[src/rtl/mrs_pkg.sv]
package mrs_pkg;

    typedef enum logic [2:0] {
        ST_OFF,
        ST_RECV,
        ST_WRITE,
        ST_GAP,
        ST_SETTLE,
        ST_SAMPLE,
        ST_DONE
    } seq_state_e;

endpackage

[src/rtl/mrs_sqrt_lut.sv]
module mrs_sqrt_lut #(
    parameter int IN_W  = 8,
    parameter int OUT_W = 12
) (
    input  logic [IN_W-1:0]  idx_i,
    output logic [OUT_W-1:0] code_o
);
    localparam int DEPTH = 1 << IN_W;
    localparam longint unsigned SCALE =
        ((64'd1 << (2 * OUT_W)) - 64'd1) / ((64'd1 << IN_W) - 64'd1);

    // Largest r with r*r <= x, built bit by bit from the top.
    function automatic logic [OUT_W-1:0] root_of(input longint unsigned x);
        logic [OUT_W-1:0] r;
        logic [OUT_W-1:0] cand;
        longint unsigned  t;
        r = '0;
        for (int b = OUT_W - 1; b >= 0; b--) begin
            cand    = r;
            cand[b] = 1'b1;
            t       = 64'(cand);
            if (t * t <= x) r = cand;
        end
        return r;
    endfunction

    logic [OUT_W-1:0] tbl [DEPTH];

    for (genvar i = 0; i < DEPTH; i++) begin : g_entry
        assign tbl[i] = root_of(64'(i) * SCALE);
    end

    assign code_o = tbl[idx_i];

endmodule

[src/rtl/mrs_frame_buf.sv]
module mrs_frame_buf #(
    parameter int DEPTH = 128,
    parameter int W     = 8,
    localparam int AW   = $clog2(DEPTH)
) (
    input  logic          clk,
    input  logic          we_i,
    input  logic [AW-1:0] waddr_i,
    input  logic [W-1:0]  wdata_i,
    input  logic [AW-1:0] raddr_i,
    output logic [W-1:0]  rdata_o
);
    logic [W-1:0] mem [DEPTH];

    always_ff @(posedge clk) begin
        if (we_i) mem[waddr_i] <= wdata_i;
    end

    assign rdata_o = mem[raddr_i];

endmodule

[src/rtl/mrs_seq_fsm.sv]
module mrs_seq_fsm
    import mrs_pkg::*;
#(
    parameter int NUM_CH     = 128,
    parameter int LANES      = 4,
    parameter int WR_PERIOD  = 435,
    parameter int SETTLE_CYC = 50,
    parameter int EN_CYC     = 20,
    localparam int CH_W      = $clog2(NUM_CH),
    localparam int LANE_W    = $clog2(LANES)
) (
    input  logic            clk,
    input  logic            rst_n,
    input  logic            start_i,
    input  logic            in_valid_i,
    output logic            in_ready_o,
    output logic            buf_we_o,
    output logic [CH_W-1:0] ch_o,
    output logic            wr_o,
    output logic            en_o,
    output logic            data_phase_o,
    output logic            addr_phase_o,
    output logic            pwr_o,
    output logic            done_o
);
    localparam int MAX_A   = (WR_PERIOD > SETTLE_CYC) ? WR_PERIOD : SETTLE_CYC;
    localparam int CNT_MAX = (MAX_A > EN_CYC) ? MAX_A : EN_CYC;
    localparam int CNT_W   = $clog2(CNT_MAX + 1);
    localparam logic [CH_W-1:0]   LAST_CH   = CH_W'(NUM_CH - 1);
    localparam logic [LANE_W-1:0] LAST_LANE = LANE_W'(LANES - 1);

    seq_state_e       state, nxt;
    logic [CNT_W-1:0] cnt;
    logic [CH_W-1:0]  ch;
    logic             pwr;
    logic             cnt_zero;

    assign cnt_zero = (cnt == '0);

    // State register
    always_ff @(posedge clk or negedge rst_n) begin
        if (!rst_n) state <= ST_OFF;
        else        state <= nxt;
    end

    // Next-state logic
    always_comb begin
        nxt = state;
        unique case (state)
            ST_OFF:    if (start_i) nxt = ST_RECV;
            ST_RECV:   if (in_valid_i && ch == LAST_CH) nxt = ST_WRITE;
            ST_WRITE:  nxt = ST_GAP;
            ST_GAP:    if (cnt_zero)
                           nxt = (ch[LANE_W-1:0] == LAST_LANE) ? ST_SETTLE : ST_WRITE;
            ST_SETTLE: if (cnt_zero) nxt = ST_SAMPLE;
            ST_SAMPLE: if (cnt_zero) nxt = (ch == LAST_CH) ? ST_DONE : ST_WRITE;
            ST_DONE:   nxt = ST_RECV;
            default:   nxt = ST_OFF;
        endcase
    end

    // Channel index, phase timer and power-up flag
    always_ff @(posedge clk or negedge rst_n) begin
        if (!rst_n) begin
            ch  <= '0;
            cnt <= '0;
            pwr <= 1'b0;
        end else begin
            unique case (state)
                ST_OFF:    if (start_i) pwr <= 1'b1;
                ST_RECV:   if (in_valid_i) ch <= ch + 1'b1;
                ST_WRITE:  cnt <= CNT_W'(WR_PERIOD - 2);
                ST_GAP: begin
                    if (!cnt_zero)                         cnt <= cnt - 1'b1;
                    else if (ch[LANE_W-1:0] != LAST_LANE)  ch  <= ch + 1'b1;
                    else                                   cnt <= CNT_W'(SETTLE_CYC - 1);
                end
                ST_SETTLE: begin
                    if (!cnt_zero) cnt <= cnt - 1'b1;
                    else           cnt <= CNT_W'(EN_CYC - 1);
                end
                ST_SAMPLE: begin
                    if (!cnt_zero) cnt <= cnt - 1'b1;
                    else           ch  <= ch + 1'b1;
                end
                ST_DONE:   cnt <= '0;
                default:   cnt <= '0;
            endcase
        end
    end

    // Moore outputs
    always_comb begin
        in_ready_o   = 1'b0;
        buf_we_o     = 1'b0;
        wr_o         = 1'b0;
        en_o         = 1'b0;
        data_phase_o = 1'b0;
        addr_phase_o = 1'b0;
        done_o       = 1'b0;
        unique case (state)
            ST_OFF:    ;
            ST_RECV: begin
                in_ready_o = 1'b1;
                buf_we_o   = in_valid_i;
            end
            ST_WRITE: begin
                wr_o         = 1'b1;
                data_phase_o = 1'b1;
            end
            ST_GAP:    data_phase_o = 1'b1;
            ST_SETTLE: addr_phase_o = 1'b1;
            ST_SAMPLE: begin
                en_o         = 1'b1;
                addr_phase_o = 1'b1;
            end
            ST_DONE:   done_o = 1'b1;
            default:   ;
        endcase
    end

    assign ch_o  = ch;
    assign pwr_o = pwr;

endmodule

[src/rtl/mirror_refresh_seq.sv]
module mirror_refresh_seq #(
    parameter int NUM_CH     = 128,
    parameter int LANES      = 4,
    parameter int IN_W       = 8,
    parameter int DAC_W      = 12,
    parameter int WR_PERIOD  = 435,
    parameter int SETTLE_CYC = 50,
    parameter int EN_CYC     = 20
) (
    input  logic                     clk,
    input  logic                     rst_n,
    input  logic                     start_i,
    input  logic [IN_W-1:0]          in_data_i,
    input  logic                     in_valid_i,
    output logic                     in_ready_o,
    output logic                     pwr_en_o,
    output logic [DAC_W-1:0]         dac_data_o,
    output logic [$clog2(LANES)-1:0] dac_sel_o,
    output logic                     dac_wr_o,
    output logic                     amp_en_o,
    output logic                     frame_done_o
);
    localparam int CH_W   = $clog2(NUM_CH);
    localparam int LANE_W = $clog2(LANES);
    localparam int GRP_W  = CH_W - LANE_W;

    logic [CH_W-1:0]  ch;
    logic             buf_we;
    logic             data_phase, addr_phase;
    logic [IN_W-1:0]  setpoint;
    logic [DAC_W-1:0] code;
    logic [GRP_W-1:0] slot;

    mrs_seq_fsm #(
        .NUM_CH(NUM_CH), .LANES(LANES), .WR_PERIOD(WR_PERIOD),
        .SETTLE_CYC(SETTLE_CYC), .EN_CYC(EN_CYC)
    ) u_fsm (
        .clk(clk), .rst_n(rst_n), .start_i(start_i), .in_valid_i(in_valid_i),
        .in_ready_o(in_ready_o), .buf_we_o(buf_we), .ch_o(ch),
        .wr_o(dac_wr_o), .en_o(amp_en_o), .data_phase_o(data_phase),
        .addr_phase_o(addr_phase), .pwr_o(pwr_en_o), .done_o(frame_done_o)
    );

    mrs_frame_buf #(.DEPTH(NUM_CH), .W(IN_W)) u_buf (
        .clk(clk), .we_i(buf_we), .waddr_i(ch), .wdata_i(in_data_i),
        .raddr_i(ch), .rdata_o(setpoint)
    );

    mrs_sqrt_lut #(.IN_W(IN_W), .OUT_W(DAC_W)) u_lut (
        .idx_i(setpoint), .code_o(code)
    );

    assign slot = ch[CH_W-1:LANE_W];

    // Shared bus: DAC code in the data phase, slot number in the address phase
    always_comb begin
        if (data_phase)      dac_data_o = code;
        else if (addr_phase) dac_data_o = {{(DAC_W-GRP_W){1'b0}}, slot};
        else                 dac_data_o = '0;
    end

    assign dac_sel_o = data_phase ? ch[LANE_W-1:0] : '0;

endmodule

[config.mk]
export PLATFORM = sky130hd
export DESIGN_NAME = mirror_refresh_seq
export DESIGN_NICKNAME = d
export VERILOG_FILES = /design/src/rtl/mrs_pkg.sv /design/src/rtl/mrs_sqrt_lut.sv /design/src/rtl/mrs_frame_buf.sv /design/src/rtl/mrs_seq_fsm.sv /design/src/rtl/mirror_refresh_seq.sv
export SDC_FILE = /design/constraint.sdc
export NUM_CORES = 1
export LEC_CHECK = 0
export ABC_AREA = 1
export BUFFER_PORTS_ARGS = -buffer_cell sky130_fd_sc_hd__buf_2
export CORE_MARGIN = 1
export CORE_UTILIZATION = 39
export CTS_CLUSTER_DIAMETER = 50
export DETAILED_ROUTE_END_ITERATION = 6
export PLACE_DENSITY = 0.51
export SYNTH_ARGS = -nofsm -noshare
export SYNTH_HDL_FRONTEND = slang
export SYNTH_SLANG_ARGS = --single-unit
[constraint.sdc]
create_clock -name clk -period 4.31 [get_ports clk]
set_clock_uncertainty 0.15 [all_clocks]
set_input_delay 0.2155 -clock clk [delete_from_list [all_inputs] [get_ports clk]]
set_output_delay 0.2155 -clock clk [all_outputs]
set_load 0.05 [all_outputs]
==> summary.md <==
| Metric | Value |
|---|---|
| RSZ-0062 raised after global routing | `yes` |
| Synth area leaders | `edfxtp_1 66%, nand2_1 15%, nor2_1 4.1%` |
| Tot GR Track Use | `0.2625` |
| Vias | `35.82k` |
| CTS H-tree lvls | `4` |
| Netlist Area Pre-Place | `between 0.04 and 0.05 mm^2` |
| Num CTS Buffers | `131` |
| Min Tclk post-route | `4996 ps` |
| Worst EP arrival | `around 4600 ps` |
| Final core occ | `0.5099` |
| DRT Pass-1 Iters | `7` |
| Grt ovf | `0` |
| Bufs on Longest Clock Path | `3` |
| Most frequent cells in the layout | `1691 x nand2_1, 1024 x edfxtp_1, 512 x buf_4` |
| Die area | `roughly 0.12 mm^2` |
| First-pass GRT wire length | `around 230000 um` |
| # diodes | `0` |
| Avg Inst Size Synth | `between 9 and 10 um^2` |
| Vias per Instance | `between 5 and 6` |
| Routed wire length | `~160000 um` |
| Hold Vio Cnt, Final | `0` |
| Layout cells sized above 1 | `0.2310` |
| Startpoint types | `flip-flop` |
| CP bufs+invs | `10` |
| CTS tree | `built` |
| Syn Nets | `between 4k and 5k` |
| Cells after Synth | `between 4k and 5k` |
| Critical path class | `reg -> out` |
| Distinct cells, synth | `42` |
| Final nets | `between 5k and 6k` |
| Largest net degree at the start of global routing | `around 130` |
| Fillers | `approximately 11k` |
| Compound-Gate Fraction of Synth Area | `0.04043` |
| Detail Placement HPWL | `about 100000 um` |
| Root buffer cell | `clkbuf_16` |
| Max_cap viols | `0` |
| Largest area contributor in the netlist | `edfxtp_1` |
| Post-DRT Antenna Nets | `0` |
| Final GP Congestion | `about 0.94` |
| Initial antenna violation count | `3` |
| Max Fanout on Critical Path | `8` |
| Number of I/O port buffers | `30` |
| CP Data Required Time | `3940 ps` |
| Clock Latency Late Sink | `770 ps` |
| Final setup viols | `12` |
| Chip width | `about 350 um` |
| Hold slack | `between 150 and 200 ps` |
| Die span in y | `approximately 350 um` |
| WL per Instance | `approximately 23 um` |
| Final worst slack | `-686.0 ps` |
| Period Utilization, post-route | `1.159` |
| Relative slew slack | `0.3167` |
| Clock sinks | `1044` |
| FP Rows | `126` |
| Clk pin slew, worst setup/hold paths | `50 ps` |
| Worst-margin pin slew | `between 1000 and 1500 ps` |
| Multiplexer share of the synthesized area | `0` |
| Critical path's top delay family | `buffers and inverters` |
| Post-synthesis sequential element count | `between 1k and 1.5k` |
| Area of the core | `~0.12 mm^2` |
| Slew Viols, Final | `0` |
| Status | `finished with violations` |
| Fmax achieved | `200.2 MHz` |
| Xor/xnor share of the synthesized area | `0.002250` |
| Most numerous cell on the critical path | `nand2_2` |
| Top-area cell type share of the netlist area | `0.6584` |
| Initial Util | `0.3945` |
| Synth warnings | `0` |
| Vias in the first global route | `34.56k` |
| Seq/Total Area, Yosys | `0.6691` |
| DRT iter0 DRCs | `between 3k and 4k` |
| Worst hold path class | `in -> reg` |
| Worst path max stage delay | `roughly 450 ps` |
| Synth Area in Adders | `0.005090` |
| DRC errors left | `0` |
| Ports | `31` |
| Commonest non-fill, non-tap cell in the layout | `nand2_1` |
| CP Capture Type | `output pin` |
| Simple-gate share of the synthesized area | `0.2288` |
| P&R area growth vs syn | `29.26%` |
| Critical-path top delay cell | `dfrtp_4` |
| Combinational family with the most area after synthesis | `simple AND/OR/NAND/NOR gates` |
| Failing checks | `negative setup slack` |
per-layer routing:
metal  GRT usage  up-vias  wire length, um
met4      0.1047        0             6058
met5           0        -                0
li1            -    16807                -
met3     0.03619      301            10240
met2      0.4203     1271            74210
met1      0.3608    17438            68510
what timing repair did:
item / 4_1_cts / 5_1_grt
gates resized for setup: 419 / 158
pin swaps: 102 / 92
buffers inserted: 57 / 40
setup endpoints to repair: 12 / 12
hold buffers: 13 / 0
endpoints found under the hold margin: 456 / 0
cloned: 15 / 4
worst reg2reg max path: stages, from the launching register on:
cell,delay [ps]
dfrtp_4,450
buf_12,170
clkinv_16,110
buf_16,170
buf_6,120
buf_12,130
buf_8,140
nor2_4,230
buf_12,210
buf_4,140
nand2_1,70
buf_4,240
nor2_1,710
cell families (layout without fill, tap and decap cells):
kind of cell	after synthesis	count (layout)
adders and majority gates	19	19
DFF	1044	1044
and+or+nand+nor	2686	2686
buffers and inverters	618	1347
AOI/OAI and AO/OA	326	326
xor gates and xnor gates	12	12
synthesized netlist by cell type:
cell type and count:
a211oi_1 1, a21oi_1 56, a221oi_1 7, a22o_1 16, a22oi_1 37, a32o_1 1
a32oi_1 1, a41o_1 1, and2_1 1, buf_1 18, buf_2 115, buf_4 12
buf_6 4, clkbuf_1 60, clkinv_1 2, dfrtp_1 20, edfxtp_1 1024, ha_1 19
inv_1 391, inv_2 16, nand2_1 1822, nand2_2 5, nand3_1 243, nand3b_1 10
nand4_1 39, nor2_1 508, nor2_2 9, nor2_4 4, nor3_1 13, nor4_1 2
o2111ai_1 2, o211ai_1 11, o21ai_0 126, o21ai_1 55, o21bai_1 6, o22ai_1 4
o311ai_0 1, o31ai_1 1, or2_0 3, or2_1 2, or2_2 25, xor2_1 12
final timing paths:
kind,end,from,slack (ps),depth (start not counted)
worst min register to register,u_fsm.pwr_o$_DFFE_PN0P_,u_fsm.pwr_o$_DFFE_PN0P_,320,1
min in group asynchronous,u_fsm.cnt[6]$_DFFE_PN0P_,rst_n,300,4
max in group asynchronous,u_fsm.ch_o[1]$_DFFE_PN0P_,rst_n,3520,4
worst min-delay path,u_fsm.pwr_o$_DFFE_PN0P_,start_i,170,3
worst max register to register,u_buf.mem[3][6]$_DFFE_PP_,u_fsm.ch_o[0]$_DFFE_PN0P_,890,12
worst max-delay path,dac_data_o[0],u_fsm.ch_o[0]$_DFFE_PN0P_,-690,28
through the flow:
step	worst slack (ps)	std cells	area, um^2	setup TNS [ps]
2_1_floorplan	291.6	4705	46700	0
3_3_place_gp	-615.6	6677	52800	-4453
3_5_place_dp	-584.3	6677	52800	-4322
4_1_cts	-680.6	6998	59490	-6289
5_1_grt	-814.2	7034	60370	-8414
6_report	-686.0	7034	60370	-6675
flip-flops by register name, indices dropped and copies added (netlist names):
register	flops
u_fsm.state	3
u_fsm.ch_o	7
u_buf.mem	1024
u_fsm.cnt	9
u_fsm.pwr_o	1
final cells by class:
class	instances	area, um^2	share of cell area
inverter	409	1592	0.02636
multi-input combinational	3043	14340	0.2376
tap	1600	2002	0.03316
clock buffer	161	3443	0.05703
clock inverter	75	795.8	0.01318
timing repair buffer	702	6938	0.1149
sequential	1044	31260	0.5178
Power is left out: the tool's default activity adds up to more than one toggle a clock period on the data nets, which glitch-free logic cannot reach.
